--- config.mk ---
export PLATFORM = sky130hd
export DESIGN_NAME = wiper_pos_reg
export DESIGN_NICKNAME = d
export VERILOG_FILES = /design/src/rtl/wpos_pkg.sv /design/src/rtl/wpos_step.sv /design/src/rtl/wpos_next.sv /design/src/rtl/wpos_tap_decode.sv /design/src/rtl/wiper_pos_reg.sv
export SDC_FILE = /design/constraint.sdc
export NUM_CORES = 1
export LEC_CHECK = 0
export CAP_MARGIN = 20
export CORE_ASPECT_RATIO = 0.7
export CORE_UTILIZATION = 34
export CTS_BUF_LIST = sky130_fd_sc_hd__clkbuf_16
export CTS_CLUSTER_DIAMETER = 200
export DETAILED_ROUTE_END_ITERATION = 10
export PLACE_DENSITY = 0.88
export SYNTH_ARGS = -nofsm -noshare
export SYNTH_HDL_FRONTEND = slang
export SYNTH_SLANG_ARGS = --single-unit
--- constraint.sdc ---
create_clock -name clk -period 4.4 [get_ports clk]
set_input_delay 0.44 -clock clk [delete_from_list [all_inputs] [get_ports clk]]
set_output_delay 0.44 -clock clk [all_outputs]
set_load 0.01 [all_outputs]
--- src/rtl/wpos_pkg.sv ---
// Package: shared widths and the load-source encoding for the wiper
// position register. Assumes a single ladder with a power-of-two tap count.
package wpos_pkg;
    localparam int POS_W    = 6;
    localparam int NUM_BANK = 4;
    localparam int TAPS     = 1 << POS_W;

    typedef enum logic [2:0] {
        SRC_HOLD   = 3'd0,
        SRC_RECALL = 3'd1,
        SRC_BANK   = 3'd2,
        SRC_SER    = 3'd3,
        SRC_STEP   = 3'd4
    } wpos_src_e;
endpackage

--- src/rtl/wpos_step.sv ---
// Module: one-tap saturating stepper. Produces pos +/- 1, clamped at the
// two ends of the code range. Assumes an unsigned position code.
module wpos_step #(
    parameter int POS_W = 6
) (
    input  logic [POS_W-1:0] cur,
    input  logic             up,
    output logic [POS_W-1:0] stepped
);
    localparam logic [POS_W-1:0] TOP = '1;
    localparam logic [POS_W-1:0] BOT = '0;

    // Move one code in the asked direction unless already at that end.
    always_comb begin
        if (up)
            stepped = (cur == TOP) ? cur : cur + POS_W'(1);
        else
            stepped = (cur == BOT) ? cur : cur - POS_W'(1);
    end
endmodule

--- src/rtl/wpos_next.sv ---
// Module: next-position selector. Arbitrates the strobes with fixed
// priority recall > bank > serial > step and returns the chosen source
// and value. Assumes bank words are packed low index first.
module wpos_next
    import wpos_pkg::*;
#(
    parameter int POS_W    = 6,
    parameter int NUM_BANK = 4,
    localparam int SEL_W   = $clog2(NUM_BANK)
) (
    input  logic [POS_W-1:0]          cur,
    input  logic                      recall,
    input  logic                      bank_load,
    input  logic [SEL_W-1:0]          bank_sel,
    input  logic [NUM_BANK*POS_W-1:0] bank_data,
    input  logic                      ser_load,
    input  logic [POS_W-1:0]          ser_val,
    input  logic [POS_W-1:0]          stepped,
    input  logic                      step,
    output wpos_src_e                 src,
    output logic [POS_W-1:0]          nxt
);
    logic [POS_W-1:0] word0;
    logic [POS_W-1:0] picked;

    // Extract stored word 0 and the word named by the selector.
    always_comb begin
        word0  = bank_data[POS_W-1:0];
        picked = bank_data[bank_sel*POS_W +: POS_W];
    end

    // Fixed-priority choice of the load source.
    always_comb begin
        if (recall)         src = SRC_RECALL;
        else if (bank_load) src = SRC_BANK;
        else if (ser_load)  src = SRC_SER;
        else if (step)      src = SRC_STEP;
        else                src = SRC_HOLD;
    end

    // Map the chosen source to its value.
    always_comb begin
        unique case (src)
            SRC_RECALL: nxt = word0;
            SRC_BANK:   nxt = picked;
            SRC_SER:    nxt = ser_val;
            SRC_STEP:   nxt = stepped;
            default:    nxt = cur;
        endcase
    end
endmodule

--- src/rtl/wpos_tap_decode.sv ---
// Module: binary-to-one-hot tap decoder. Enables the single ladder switch
// whose index equals the position; index 0 is the low end.
module wpos_tap_decode #(
    parameter int POS_W = 6,
    localparam int TAPS = 1 << POS_W
) (
    input  logic [POS_W-1:0] pos,
    output logic [TAPS-1:0]  tap_en
);
    // One comparator per switch.
    for (genvar i = 0; i < TAPS; i++) begin : g_tap
        always_comb tap_en[i] = (pos == POS_W'(i));
    end
endmodule

--- src/rtl/wiper_pos_reg.sv ---
// Module: volatile wiper position register with recall, bank copy, serial
// load and saturating steps, driving a one-hot switch vector. Reset stands
// for power-up and recalls stored word 0. Assumes strobes are one-cycle
// level pulses synchronous to clk; prot_n guards only external storage.
module wiper_pos_reg
    import wpos_pkg::*;
#(
    parameter int POS_W    = 6,
    parameter int NUM_BANK = 4,
    localparam int SEL_W   = $clog2(NUM_BANK),
    localparam int TAPS    = 1 << POS_W
) (
    input  logic                      clk,
    input  logic                      rst_n,
    input  logic                      recall,
    input  logic                      bank_load,
    input  logic [SEL_W-1:0]          bank_sel,
    input  logic [NUM_BANK*POS_W-1:0] bank_data,
    input  logic                      ser_load,
    input  logic [POS_W-1:0]          ser_val,
    input  logic                      step,
    input  logic                      step_up,
    input  logic                      prot_n,
    output logic [POS_W-1:0]          pos,
    output logic [TAPS-1:0]           tap_en
);
    localparam logic [POS_W-1:0] TOP = '1;

    logic [POS_W-1:0] pos_q;
    logic [POS_W-1:0] stepped;
    logic [POS_W-1:0] nxt;
    wpos_src_e        src;

    wpos_step #(.POS_W(POS_W)) u_step (
        .cur     (pos_q),
        .up      (step_up),
        .stepped (stepped)
    );

    wpos_next #(.POS_W(POS_W), .NUM_BANK(NUM_BANK)) u_next (
        .cur       (pos_q),
        .recall    (recall),
        .bank_load (bank_load),
        .bank_sel  (bank_sel),
        .bank_data (bank_data),
        .ser_load  (ser_load),
        .ser_val   (ser_val),
        .stepped   (stepped),
        .step      (step),
        .src       (src),
        .nxt       (nxt)
    );

    // Position register; reset recalls stored word 0.
    always_ff @(posedge clk) begin
        if (!rst_n) pos_q <= bank_data[POS_W-1:0];
        else        pos_q <= nxt;
    end

    wpos_tap_decode #(.POS_W(POS_W)) u_dec (
        .pos    (pos_q),
        .tap_en (tap_en)
    );

    // Drive the readback port.
    always_comb pos = pos_q;

    assert_reset_recall_R1: assert property (@(posedge clk)
        !rst_n |=> pos == $past(bank_data[POS_W-1:0]));

    assert_one_tap_R2: assert property (@(posedge clk) disable iff (!rst_n)
        $countones(tap_en) == 1 && tap_en[pos]);

    assert_ends_R3: assert property (@(posedge clk) disable iff (!rst_n)
        (pos == '0) == tap_en[0] && (pos == TOP) == tap_en[TAPS-1]);

    assert_recall_R6: assert property (@(posedge clk) disable iff (!rst_n)
        recall |=> pos == $past(bank_data[POS_W-1:0]));

    assert_bank_R5: assert property (@(posedge clk) disable iff (!rst_n)
        (!recall && bank_load) |=> pos == $past(bank_data[bank_sel*POS_W +: POS_W]));

    assert_ser_under_prot_R9: assert property (@(posedge clk) disable iff (!rst_n)
        (!recall && !bank_load && ser_load && !prot_n) |=> pos == $past(ser_val));

    assert_sat_top_R7: assert property (@(posedge clk) disable iff (!rst_n)
        (!recall && !bank_load && !ser_load && step && step_up && pos == TOP) |=> pos == TOP);

    assert_sat_bot_R7: assert property (@(posedge clk) disable iff (!rst_n)
        (!recall && !bank_load && !ser_load && step && !step_up && pos == '0) |=> pos == '0);

    assert_hold_R10: assert property (@(posedge clk) disable iff (!rst_n)
        (!recall && !bank_load && !ser_load && !step) |=> $stable(pos));
endmodule

==> impl_metrics.ini <==
[run_status]
outcome = complete, no violations

[sta]
finalCriticalPeriod_ps = 2750
slew_viol_final = 0
fin_worst_skew_ps = 3.33
post-route-period-util = 0.625
maxSlewHeadroom = 0.531
finalSetupViolations = 0
fin_hold_ws_ps = 876
worst_pin_slew_ps = 701
fin_tns_setup_ps = 0
fmax_ghz = 0.363
rsz0062_at_grt = false
final_hold_viol_count = 0

[grt]
track_usage = 0.249
grt_pass1_vias = 1500
grt_pass1_wl_um = 7250
antenna_found_initial = 0
grt_overflow_total = 0
grt_max_degree = 18

[clock_tree]
clk_latency_ps = 230
clockBufferDepth = 2
ctsHoldBuffers = 0
root_buffer = clkbuf_16
cts_tree = yes
cts_sinks = 6
postCtsSetupBuffers = 0
postCtsResizedCells = 0
cts_htree_levels = 1
numCtsBuffers = 3
clk_pin_slew_ps = 40

[logic_synthesis]
synth_most_common_cell = nor2_1
synth_common_cells = nor2_1 (76), nand2_1 (15), clkbuf_1 (11)
async_reset_ff_frac = 0
ys_seq_area_frac = 0.151
avgSynthCellArea_um2 = 6.44
synth_edf_count = 6
ys_seq_elements = 6
synthesis.area_um2 = 1190
syn_inst = 185
yosys.area.top_type = nor2_1
synth_nets = 230
synth_flop_cell = edfxtp_1
yosys_warnings = 0
yosysTopAreaCellShare = 0.239
synthTopCellsByArea = nor2_1 (24%), edfxtp_1 (15%), mux2i_1 (8.4%)
ys_types = 43

[placed_design]
port_buffers = 108
hpwl_um = 3700
gp_congestion = 0.822

[power]
clock_power_share = 0.366
powerDensity_nw_per_um2 = 174
switching_share = 0.322
p_int_uw = 277
power.switching_uw = 131
combinationalPowerShare = 0.425
ir_drop_v = 0.000140
p_leak_nw = 0.828
seqPwrFrac = 0.209

[floorplan]
start_util = 0.368
fp.dieH_um = 51.5
coreArea_um2 = 3230
die_x_um = 72.7
dieArea_um2 = 3750
fp-row-count = 17
ios = 110

[hold_path]
hp-start = pos[5]$_DFFE_PP_
hold_depth = 3
hold_class = flip-flop to flip-flop
hold_path_end = pos[5]$_DFFE_PP_

[layout]
area_growth_pct = 97.2
final_nets = 330
n_antenna_cell = 0
fill_cells = 289
largest_reg_flops = 6
drive_gt1_frac = 0.0247

[setup_path]
path_class = flip-flop to primary output
worstPathRequired_ps = 3960
r2r_end = pos[1]$_DFFE_PP_
r2r-start = pos[0]$_DFFE_PP_
start_kind = flip-flop
cp-end-kind = primary output
worstRegToRegCells = 6
cp_max_fo = 8
startpoint = pos[1]$_DFFE_PP_
reg2reg_slack_ps = 1990
cp.arrival_ps = 2310

[route]
wirelength_um = 4560
drtIter0Drc = 102
wl_per_cell_um = 13.8
drt-vias-per-instance = 5.15
num_vias = 1698
ant_nets = 0
drc = 0
firstDrtPassIters = 4

[run]
maxCapViolations = 0
per-stage QoR:
stage	total power, mW	cells	util	setup slack, ps	instance area [um^2]
after floorplan	0.172	185	-	2070	1190
after global placement	0.255	327	0.703	1940	2270
after detailed placement	0.258	327	0.703	1910	2270
after CTS	0.409	330	0.726	1670	2350
after global routing	0.430	330	0.726	1540	2350
final	0.408	330	0.726	1650	2350
cell families (layout without fill, tap and decap cells):
family,after synthesis,after routing,synth area share
flops,6,6,0.151
xor+xnor,2,2,0.0147
buf+inv,17,115,0.0609
mux,12,12,0.122
compound gates,23,23,0.137
simple gates,120,120,0.462
fa+ha+maj,5,5,0.0525
layout make-up:
| type | instances | area (um^2) | share of cell area |
|---|---|---|---|
| timing repair buffer | 108 | 1080 | 0.460 |
| multi-input combinational | 162 | 938 | 0.400 |
| clock buffer | 3 | 75.1 | 0.0320 |
| tap | 47 | 58.8 | 0.0250 |
| inverter | 4 | 15.0 | 0.00639 |
| sequential | 6 | 180 | 0.0767 |
layer usage:
layer | routed length, um | track usage
met2 | 2070 | 0.403
met4 | 0 | 0.00980
met5 | 0 | 0
met1 | 2150 | 0.355
met3 | 333 | 0.0581
critical path, cell delays in order (launching register included):
cell and delay [ps]:
edfxtp_1 500, inv_1 150, ha_1 240, or3b_2 520, nor2_1 120, clkdlybuf4s50_1 560
how the worst max path moves through the flow:
stage                                   to
after global routing             tap_en[0]
after CTS                        tap_en[0]
after detailed placement        tap_en[33]
after floorplan           pos[0]$_DFFE_PP_
after global placement           tap_en[0]
final                           tap_en[33]
placed cells by master, fill, tap and decap left out, types with 4 or more instances in the layout:
cell	netlist	layout
mux2i_1	10	10
clkdlybuf4s50_1	0	108
a21oi_1	5	5
inv_1	4	4
nor2_1	76	76
nand2_1	15	15
ha_1	5	5
edfxtp_1	6	6
power by group through the flow:
stage | Clock (mW) | Combinational (mW) | Sequential [mW]
after global placement | 0 | 0.171 | 0.0849
after floorplan | 0 | 0.0914 | 0.0806
after detailed placement | 0 | 0.173 | 0.0857
after global routing | 0.154 | 0.189 | 0.0870
after CTS | 0.151 | 0.173 | 0.0850
final | 0.149 | 0.173 | 0.0854
(Power assumes the default switching activity.)
